===== src/rtl/dac_link_pkg.sv =====
`timescale 1ns/1ps
package dac_link_pkg;
  typedef enum logic [1:0] {
    MODE_DIRECT = 2'd0,
    MODE_TIMER  = 2'd1,
    MODE_GATE   = 2'd2,
    MODE_PACER  = 2'd3
  } upd_mode_e;

  localparam int STAT_BUSY_BIT = 5;
  localparam int STAT_OVR_BIT  = 6;
endpackage


===== src/rtl/dac_host_port.sv =====
`timescale 1ns/1ps
module dac_host_port #(
  parameter int WORD_W  = 16,
  parameter int ADDR_W  = 4,
  parameter int ADDR_LO = 8,
  parameter int ADDR_HI = 9
) (
  input  logic              clk,
  input  logic              rst,
  input  logic              wr_en,
  input  logic              wr_wide,
  input  logic [ADDR_W-1:0] wr_addr,
  input  logic [WORD_W-1:0] wr_data,
  input  logic              take,
  output logic [WORD_W-1:0] buf_word,
  output logic              buf_full,
  output logic              overrun
);
  localparam int BYTE_W = WORD_W / 2;

  logic [BYTE_W-1:0] lo_hold;
  logic              commit;
  logic              accept;
  logic              lo_wr;
  logic [WORD_W-1:0] new_word;

  always_comb begin
    commit   = 1'b0;
    lo_wr    = 1'b0;
    new_word = {wr_data[BYTE_W-1:0], lo_hold};
    if (wr_en) begin
      if (wr_wide && wr_addr == ADDR_W'(ADDR_LO)) begin
        commit   = 1'b1;
        new_word = wr_data;
      end else if (!wr_wide && wr_addr == ADDR_W'(ADDR_LO)) begin
        lo_wr = 1'b1;
      end else if (!wr_wide && wr_addr == ADDR_W'(ADDR_HI)) begin
        commit = 1'b1;
      end
    end
  end

  assign accept = commit && (!buf_full || take);

  always_ff @(posedge clk) begin
    if (rst) begin
      lo_hold  <= '0;
      buf_word <= '0;
      buf_full <= 1'b0;
      overrun  <= 1'b0;
    end else begin
      if (lo_wr) lo_hold <= wr_data[BYTE_W-1:0];
      if (accept) begin
        buf_word <= new_word;
        buf_full <= 1'b1;
      end else if (take) begin
        buf_full <= 1'b0;
      end
      if (commit && !accept) overrun <= 1'b1;
    end
  end
endmodule


===== src/rtl/dac_serializer.sv =====
`timescale 1ns/1ps
module dac_serializer #(
  parameter int WORD_W = 16
) (
  input  logic              clk,
  input  logic              rst,
  input  logic              bit_tick,
  input  logic              buf_full,
  input  logic [WORD_W-1:0] buf_word,
  output logic              take,
  output logic              ser_data,
  output logic              ser_frame
);
  localparam int CNT_W = $clog2(WORD_W + 1);

  logic [WORD_W-1:0] sh;
  logic [CNT_W-1:0]  left;
  logic              active;

  assign take      = buf_full && !active;
  assign ser_data  = sh[WORD_W-1];
  assign ser_frame = active;

  always_ff @(posedge clk) begin
    if (rst) begin
      sh     <= '0;
      left   <= '0;
      active <= 1'b0;
    end else if (take) begin
      sh     <= buf_word;
      left   <= CNT_W'(WORD_W);
      active <= 1'b1;
    end else if (active && bit_tick) begin
      sh   <= {sh[WORD_W-2:0], 1'b0};
      left <= left - 1'b1;
      if (left == CNT_W'(1)) active <= 1'b0;
    end
  end
endmodule


===== src/rtl/dac_event_sel.sv =====
`timescale 1ns/1ps
module dac_event_sel
  import dac_link_pkg::*;
#(
  parameter int SYNC_STAGES = 2
) (
  input  logic       clk,
  input  logic       rst,
  input  logic [1:0] mode,
  input  logic       tmr_ovf,
  input  logic       gate_in,
  input  logic       pacer_tick,
  output logic       upd_evt
);
  logic [SYNC_STAGES-1:0] gsync;
  logic                   gate_prev;
  logic                   gate_rise;

  always_ff @(posedge clk) begin
    if (rst) begin
      gsync     <= '0;
      gate_prev <= 1'b0;
    end else begin
      gsync     <= {gsync[SYNC_STAGES-2:0], gate_in};
      gate_prev <= gsync[SYNC_STAGES-1];
    end
  end

  assign gate_rise = gsync[SYNC_STAGES-1] && !gate_prev;

  always_comb begin
    case (upd_mode_e'(mode))
      MODE_TIMER: upd_evt = tmr_ovf;
      MODE_GATE:  upd_evt = gate_rise;
      MODE_PACER: upd_evt = pacer_tick;
      default:    upd_evt = 1'b0;
    endcase
  end
endmodule


===== src/rtl/dac_conv_model.sv =====
`timescale 1ns/1ps
module dac_conv_model #(
  parameter int WORD_W   = 16,
  parameter int SAMPLE_W = 12,
  parameter int NUM_CH   = 2
) (
  input  logic                             clk,
  input  logic                             rst,
  input  logic                             bit_tick,
  input  logic                             ser_data,
  input  logic                             ser_frame,
  input  logic                             direct,
  input  logic                             upd_evt,
  output logic [NUM_CH-1:0][SAMPLE_W-1:0]  out_lvl
);
  localparam int CNT_W  = $clog2(WORD_W);
  localparam int CHAN_W = WORD_W - SAMPLE_W;

  logic [WORD_W-2:0] rx_sh;
  logic [CNT_W-1:0]  rx_cnt;
  logic              word_done;
  logic [WORD_W-1:0] rx_word;
  logic [CHAN_W-1:0] rx_chan;

  assign word_done = ser_frame && bit_tick && (rx_cnt == CNT_W'(WORD_W - 1));
  assign rx_word   = {rx_sh, ser_data};
  assign rx_chan   = rx_word[WORD_W-1:SAMPLE_W];

  always_ff @(posedge clk) begin
    if (rst) begin
      rx_sh  <= '0;
      rx_cnt <= '0;
    end else if (!ser_frame) begin
      rx_cnt <= '0;
    end else if (bit_tick) begin
      rx_sh  <= rx_word[WORD_W-2:0];
      rx_cnt <= rx_cnt + 1'b1;
    end
  end

  for (genvar c = 0; c < NUM_CH; c++) begin : g_ch
    logic [SAMPLE_W-1:0] in_reg;
    logic                hit;
    assign hit = word_done && (rx_chan == CHAN_W'(c));

    always_ff @(posedge clk) begin
      if (rst) begin
        in_reg     <= '0;
        out_lvl[c] <= '0;
      end else begin
        if (hit) in_reg <= rx_word[SAMPLE_W-1:0];
        if (direct) begin
          if (hit) out_lvl[c] <= rx_word[SAMPLE_W-1:0];
        end else if (upd_evt) begin
          out_lvl[c] <= in_reg;
        end
      end
    end
  end
endmodule


===== src/rtl/dac_link_ctrl.sv =====
`timescale 1ns/1ps
module dac_link_ctrl
  import dac_link_pkg::*;
#(
  parameter int WORD_W   = 16,
  parameter int SAMPLE_W = 12,
  parameter int ADDR_W   = 4,
  parameter int ADDR_LO  = 8,
  parameter int ADDR_HI  = 9
) (
  input  logic                clk,
  input  logic                rst,
  input  logic                wr_en,
  input  logic                wr_wide,
  input  logic [ADDR_W-1:0]   wr_addr,
  input  logic [WORD_W-1:0]   wr_data,
  input  logic [1:0]          mode_sel,
  input  logic                tmr_ovf,
  input  logic                gate_in,
  input  logic                pacer_tick,
  input  logic                bit_tick,
  output logic [7:0]          status_o,
  output logic                ser_data,
  output logic                ser_frame,
  output logic [SAMPLE_W-1:0] ch0_level,
  output logic [SAMPLE_W-1:0] ch1_level
);
  localparam int NUM_CH = 2;

  logic [WORD_W-1:0]               buf_word;
  logic                            buf_full;
  logic                            overrun;
  logic                            take;
  logic                            upd_evt;
  logic [NUM_CH-1:0][SAMPLE_W-1:0] lvl;

  dac_host_port #(
    .WORD_W(WORD_W), .ADDR_W(ADDR_W), .ADDR_LO(ADDR_LO), .ADDR_HI(ADDR_HI)
  ) u_port (
    .clk(clk), .rst(rst), .wr_en(wr_en), .wr_wide(wr_wide),
    .wr_addr(wr_addr), .wr_data(wr_data), .take(take),
    .buf_word(buf_word), .buf_full(buf_full), .overrun(overrun)
  );

  dac_serializer #(.WORD_W(WORD_W)) u_ser (
    .clk(clk), .rst(rst), .bit_tick(bit_tick), .buf_full(buf_full),
    .buf_word(buf_word), .take(take), .ser_data(ser_data), .ser_frame(ser_frame)
  );

  dac_event_sel #(.SYNC_STAGES(2)) u_evt (
    .clk(clk), .rst(rst), .mode(mode_sel), .tmr_ovf(tmr_ovf),
    .gate_in(gate_in), .pacer_tick(pacer_tick), .upd_evt(upd_evt)
  );

  dac_conv_model #(.WORD_W(WORD_W), .SAMPLE_W(SAMPLE_W), .NUM_CH(NUM_CH)) u_conv (
    .clk(clk), .rst(rst), .bit_tick(bit_tick), .ser_data(ser_data),
    .ser_frame(ser_frame), .direct(mode_sel == MODE_DIRECT),
    .upd_evt(upd_evt), .out_lvl(lvl)
  );

  always_comb begin
    status_o = '0;
    status_o[STAT_BUSY_BIT] = buf_full;
    status_o[STAT_OVR_BIT]  = overrun;
  end

  assign ch0_level = lvl[0];
  assign ch1_level = lvl[1];
endmodule


===== config.mk =====
export PLATFORM = sky130hd
export DESIGN_NAME = dac_link_ctrl
export DESIGN_NICKNAME = d
export VERILOG_FILES = /design/src/rtl/dac_link_pkg.sv /design/src/rtl/dac_host_port.sv /design/src/rtl/dac_serializer.sv /design/src/rtl/dac_event_sel.sv /design/src/rtl/dac_conv_model.sv /design/src/rtl/dac_link_ctrl.sv
export SDC_FILE = /design/constraint.sdc
export NUM_CORES = 1
export LEC_CHECK = 0
export BUFFER_PORTS_ARGS = -buffer_cell sky130_fd_sc_hd__buf_2
export CORE_MARGIN = 2
export CORE_UTILIZATION = 55
export CTS_CLUSTER_SIZE = 20
export DETAILED_ROUTE_END_ITERATION = 6
export PLACE_DENSITY = 0.78
export SYNTH_ARGS = -nofsm -noshare
export SYNTH_HDL_FRONTEND = slang
export SYNTH_SLANG_ARGS = --single-unit
export TNS_END_PERCENT = 1

===== constraint.sdc =====
create_clock -name clk -period 2.1 [get_ports clk]
set_clock_uncertainty 0.2 [all_clocks]
set_input_delay 0.105 -clock clk [delete_from_list [all_inputs] [get_ports clk]]
set_output_delay 0.105 -clock clk [all_outputs]
set_load 0.02 [all_outputs]

# Yosys cells after proc, flatten, opt, wreduce, memory -nomap -nowiden

Index checks and enable logic that the tools add are counted.

Latch bits: 0
Memory bits (read-only): 0
Memories: 0
Bits in writable memories: 0
Word-level logic and storage cells: 83
Output and inout bits: 34
Input bits: 30
Flip-flop bits (word level): 118

Mux-type cells: 25
Multipliers: 0
Bitwise operators: 1
Shift-type cells: 0
Divide/modulo/power cells: 0
Add/sub/neg operators: 2
Eq/ne operators: 10
Magnitude comparators: 0
Reduce and logical (&&, ||, !) cells: 29

Operators with widths:

| cell                | count |
|---|---|
| $mux 12             | 6 |
| $mux 16             | 4 |
| $eq 4x4->1 const B  | 3 |
| $mux 1              | 12 |
| $logic_and 1x1->1   | 11 |
| $mux 5              | 2 |
| $reduce_and 2->1    | 4 |
| $reduce_bool 2->1   | 4 |
| $eq 5x1->1 const B  | 1 |
| $logic_not 1->1     | 5 |
| $sub 5x1->5 const B | 1 |
| $add 4x1->4 const B | 1 |
| $eq 2x2->1 const B  | 2 |
| $eq 4x1->1 const B  | 1 |
| $logic_not 4->1     | 1 |
| $ne 2x2->1 const B  | 2 |
| $reduce_or 2->1     | 2 |
| $pmux 1 s3          | 1 |
| $eq 2x1->1 const B  | 1 |
| $logic_not 2->1     | 1 |
| $logic_or 1x1->1    | 1 |
| $not 1->1           | 1 |

# Longest topological paths before layout

Word-level depth: 9
Mapped depth: 7
Mapped depth without buffers: 5

# Cells and area by module

A second synthesis with hierarchy kept.

Cells, all modules: 570
Area total of the unflattened synthesis: 5191.2 um^2

Modules (own cells, without submodules):

| module         | area an instance (um^2) | instances | cells each | sequential area each (um^2) |
|---|---|---|---|---|
| dac_conv_model | 2812.7                  | 1         | 296        | 1341.3 |
| dac_host_port  | 1272.5                  | 1         | 147        | 520.5 |
| dac_serializer | 935.9                   | 1         | 107        | 440.4 |
| dac_event_sel  | 102.6                   | 1         | 10         | 60.1 |
| dac_link_ctrl  | 67.6                    | 1         | 10         | 0.0 |

# Worst setup path before layout

No wires, ideal clock.

Path kind: register to register
Start: reg u_ser.active (netlist: u_ser.ser_frame)
End: reg u_conv.out_lvl[13] (netlist bit)
Required time: 1.809 ns
Path buffers: 2
Clock period less this slack: 1.866 ns
Stages on the path, launching flop included: 7
Path slack: 0.234 ns
Arrival time: 1.575 ns
Cells stage by stage: dfxtp_1 -> buf_6 -> and4bb_2 -> and4_4 -> or2_2 -> buf_6 -> a311oi_1

Cells in the longest elaborated chain, start to end: 5

Ends and longest elaborated chain:

| item                           | line                 | source |
|---|---|---|
| start, declared                | dac_serializer.sv:18 | `logic active;` |
| start signal, assigned         | dac_serializer.sv:28 | `active <= 1'b0;` |
| start signal, assigned         | dac_serializer.sv:32 | `active <= 1'b1;` |
| start signal, assigned         | dac_serializer.sv:36 | `if (left == CNT_W'(1)) active <= 1'b0;` |
| $logic_and 1x1->1 (2 in a row) | dac_conv_model.sv:25 | `assign word_done = ser_frame && bit_tick && (rx_cnt == CNT_W'(WORD_W - 1));` |
| $logic_and 1x1->1              | dac_conv_model.sv:44 | `assign hit = word_done && (rx_chan == CHAN_W'(c));` |
| $ne 2x2->1 (no line)           | -                    |  |
| $reduce_and 2->1 (no line)     | -                    |  |
| end signal, assigned by index  | dac_conv_model.sv:53 | `if (hit) out_lvl[c] <= rx_word[SAMPLE_W-1:0];` |
| end signal, assigned by index  | dac_conv_model.sv:55 | `out_lvl[c] <= in_reg;` |
| end, declared                  | dac_conv_model.sv:14 | `output logic [NUM_CH-1:0][SAMPLE_W-1:0] out_lvl` |

Every way passes these cells.
A chain may end at the register's enable or synchronous reset.

# Worst setup path in the final report

Start: in wr_addr[1]
End: reg u_port.buf_word[14]

Cells in the longest elaborated chain, start to end: 7
Elaborated cells on any way between the ends: 12

Ends and longest elaborated chain:

| item                 | line                | source |
|---|---|---|
| start, declared      | dac_link_ctrl.sv:15 | `input logic [ADDR_W-1:0] wr_addr,` |
| $eq 4x4->1           | dac_host_port.sv:37 | `end else if (!wr_wide && wr_addr == ADDR_W'(ADDR_HI)) begin` |
| $logic_and 1x1->1    | dac_host_port.sv:37 |  |
| $mux 1               | dac_host_port.sv:37 |  |
| $mux 1               | dac_host_port.sv:35 | `end else if (!wr_wide && wr_addr == ADDR_W'(ADDR_LO)) begin` |
| $mux 1               | dac_host_port.sv:32 | `if (wr_wide && wr_addr == ADDR_W'(ADDR_LO)) begin` |
| $mux 1               | dac_host_port.sv:31 | `if (wr_en) begin` |
| $logic_and 1x1->1    | dac_host_port.sv:43 | `assign accept = commit && (!buf_full \|\| take);` |
| end signal, assigned | dac_host_port.sv:54 | `buf_word <= new_word;` |
| end, declared        | dac_host_port.sv:15 | `output logic [WORD_W-1:0] buf_word,` |

Several ways; a longest one is shown, not always the timed one.

==> reports/summary.txt <==
Outcome = complete, no violations
Type of the worst setup path = in -> reg
CP Capture Type = register
Tmin final = 2.03 ns
Critical Path AT = 2.24 ns
Startpoint Class = input pin
Die Y = 98.6 um
DRT iter0 DRCs = 218
Critical path endpoint = u_port.buf_word[14]
Synth Cell Area = 0.00492 mm^2
Post-CTS Setup Bufs = 0
Die width = 98.6 um
Synth cell types = 44
Vias per cell = 5.75
FMAX = 0.493 GHz
I/O pin count = 64
RSZ-0062 raised after global routing = true
Pwr/cell area = 891 mW/mm^2
Synth warn = 0
Critical Path Fanout Max = 14
Worst path max stage delay = 0.60 ns
First-pass GRT wire length = 20100 um
Count of final setup violators = 0
Flop-to-flop setup slack = 0.10 ns
H-tree depth = 4
Fin area = 0.00629 mm^2
EDFF count, synth = 0
Antenna Nets Post-Route = 0
Detailed Place HPWL = 7410 um
Clock buffer depth = 2
Clk_lat worst skew = 0.51 ns
Hold Crit Class = in -> reg
Synthesized area per cell = 9.03 um^2
Worst path most repeated cell = dlygate4sd3_1
Maximum vdd drop = 689 uV
Clk pin slew, worst setup/hold paths = 0.06 ns
Post-synthesis sequential area ratio = 48.0%
Row cnt = 34
GRT Total Usage = 25.8%
CTS tree = built
Leak = 2.48 nW
Worst r2r dst = u_conv.out_lvl[18]
Cells after synthesis = 545
Async set-reset flop share out of synthesis = 0%
Die ar. = 0.00972 mm^2
Number of global-route vias before repair = 4281
Slew @ Worst Pin = 0.568 ns
Remaining Overflow, GRT = 0
DP Area = 0.00524 mm^2
DRC violations left = 0
DRT Wirelength = 12400 um
Initial Util = 56.7%
Final nets = 671
Total Power = 5.61 mW
Setup TNS = 0 ns
CTS buffer count = 17
Reg-to-Reg Start = u_conv.rx_cnt[0]
Largest net degree at the start of global routing = 55
IO Port Bufs = 57
Placer Congestion = 0.843
# clock sinks = 118
Worst-path cell chain = buf_2 -> dlygate4sd3_1 -> nor4b_4 -> buf_6 -> nand2_1 -> dlygate4sd3_1 -> a311oi_1
Critical-path top delay cell = dlygate4sd3_1
Max-cap check violation count = 0
Share of cells above drive strength 1 = 20.4%
Slew Limit Headroom = 62.2%
Final Hold Vio Count = 0
Slew Viols, Final = 0
Area delta synth->final = 27.9%
Initial antenna violation count = 0
Period utilisation layout = 96.6%
Seq cells post-synth = 118
CP required = 2.31 ns
Reg2Reg Depth = 5
Vias = 4361
CTS root buffer = clkbuf_8
Min Hold Slack = 0.00630 ns
Crit path launch = wr_addr[1]
Pre-antenna DRT Iters = 6
Dominant synthesized flop cell = dfxtp_1
Diodes inserted = 0
Per-cell routed wire length = 16.3 um
Core ar. = 0.00868 mm^2
[worst max-delay path, delay by kind of cell]
| family | cells | cell delay, ns |
|---|---|---|
| buf+inv | 4 | 1.46 |
| compound gates | 1 | 0.30 |
| simple gates | 2 | 0.35 |
[timing repair]
action | CTS | global route
setup endpoints to repair | 0 | 26
hold buffers | 43 | 0
hold endpoints to repair | 62 | 0
resized for setup | 0 | 7
[stage by stage]
step	util [%]	setup WS, ns	std cells
2_1_floorplan	-	0.234	550
3_3_place_gp	60.3	0.157	684
3_5_place_dp	60.3	0.0910	684
4_1_cts	72.1	0.0118	759
5_1_grt	72.5	-0.0457	759
6_report	72.5	0.0718	759
[cells by family (layout without fill, tap and decap cells)]
group           after synthesis  count (layout)  synth area share, %
compound gates              101             101                 15.4
mux                          34              34                 6.92
buf+inv                      56             157                 6.33
simple gates                224             224                 21.1
xor+xnor                      8               8                 1.42
flops                       118             118                 48.0
fa+ha+maj                     3               3                0.763
other cells                   1               6               0.0762
[cell usage in the layout, fill, tap and decap left out, types with 14 or more instances in the layout]
master,instances
o21ai_0,24
buf_2,56
nor3_1,44
a21oi_1,18
dfxtp_1,118
a311oi_1,33
dlygate4sd3_1,42
nand2_1,81
buf_4,22
o22ai_1,14
mux2i_1,34
clkbuf_16,16
nor2_1,72
[cells in the mapped netlist, types with 3 or more instances]
master,n,area (um^2)
a21oi_1,18,90.1
a311oi_1,35,307
a311oi_2,6,90.1
buf_1,3,11.3
buf_2,8,40.0
buf_4,12,90.1
buf_6,6,67.6
clkbuf_1,24,90.1
dfxtp_1,118,2360
ha_1,3,37.5
mux2i_1,34,340
nand2_1,81,304
nor2_1,72,270
nor2b_1,4,25.0
nor3_1,45,225
o21ai_0,24,120
o22ai_1,14,87.6
xnor2_1,4,35.0
xor2_1,4,35.0
[how the worst min path moves through the flow]
stage | slack (ns) | cells past startpoint | startpoint | end
floorplan | 0.03 | 1 | gate_in | u_evt.gsync[0]
global placement | 0.12 | 2 | gate_in | u_evt.gsync[0]
detailed placement | 0.13 | 2 | gate_in | u_evt.gsync[0]
CTS | 0.03 | 6 | wr_addr[3] | u_port.buf_word[2]
global route | 0.02 | 6 | wr_addr[3] | u_port.buf_word[2]
finish | 0.006 | 6 | wr_addr[3] | u_port.buf_word[2]
[routing by layer]
| metal | share of wire (%) | global-route usage, % | vias up |
|---|---|---|---|
| met4 | 4.3 | 13.9 | 0 |
| met1 | 40 | 28.3 | 2044 |
| met3 | 4.8 | 5.60 | 46 |
| met2 | 51 | 46.5 | 161 |
| met5 | 0 | 0 | - |
| li1 | - | - | 2110 |
[final cells by class]
cell class,instances,area [um^2]
fill,610,2390
clock buffer,17,414
inverter,2,7.51
sequential,118,2360
tap,108,135
timing repair buffer,123,901
clock inverter,15,179
multi-input combinational,376,2290
[report_power, final]
part	leakage (nW)	switching [mW]	internal (mW)
Combinational	1.24	0.240	0.170
Sequential	0.956	0.0299	2.29
Clock	0.280	1.06	1.81
Total	2.48	1.33	4.27
Note: power is estimated with default switching activity, not from simulation.
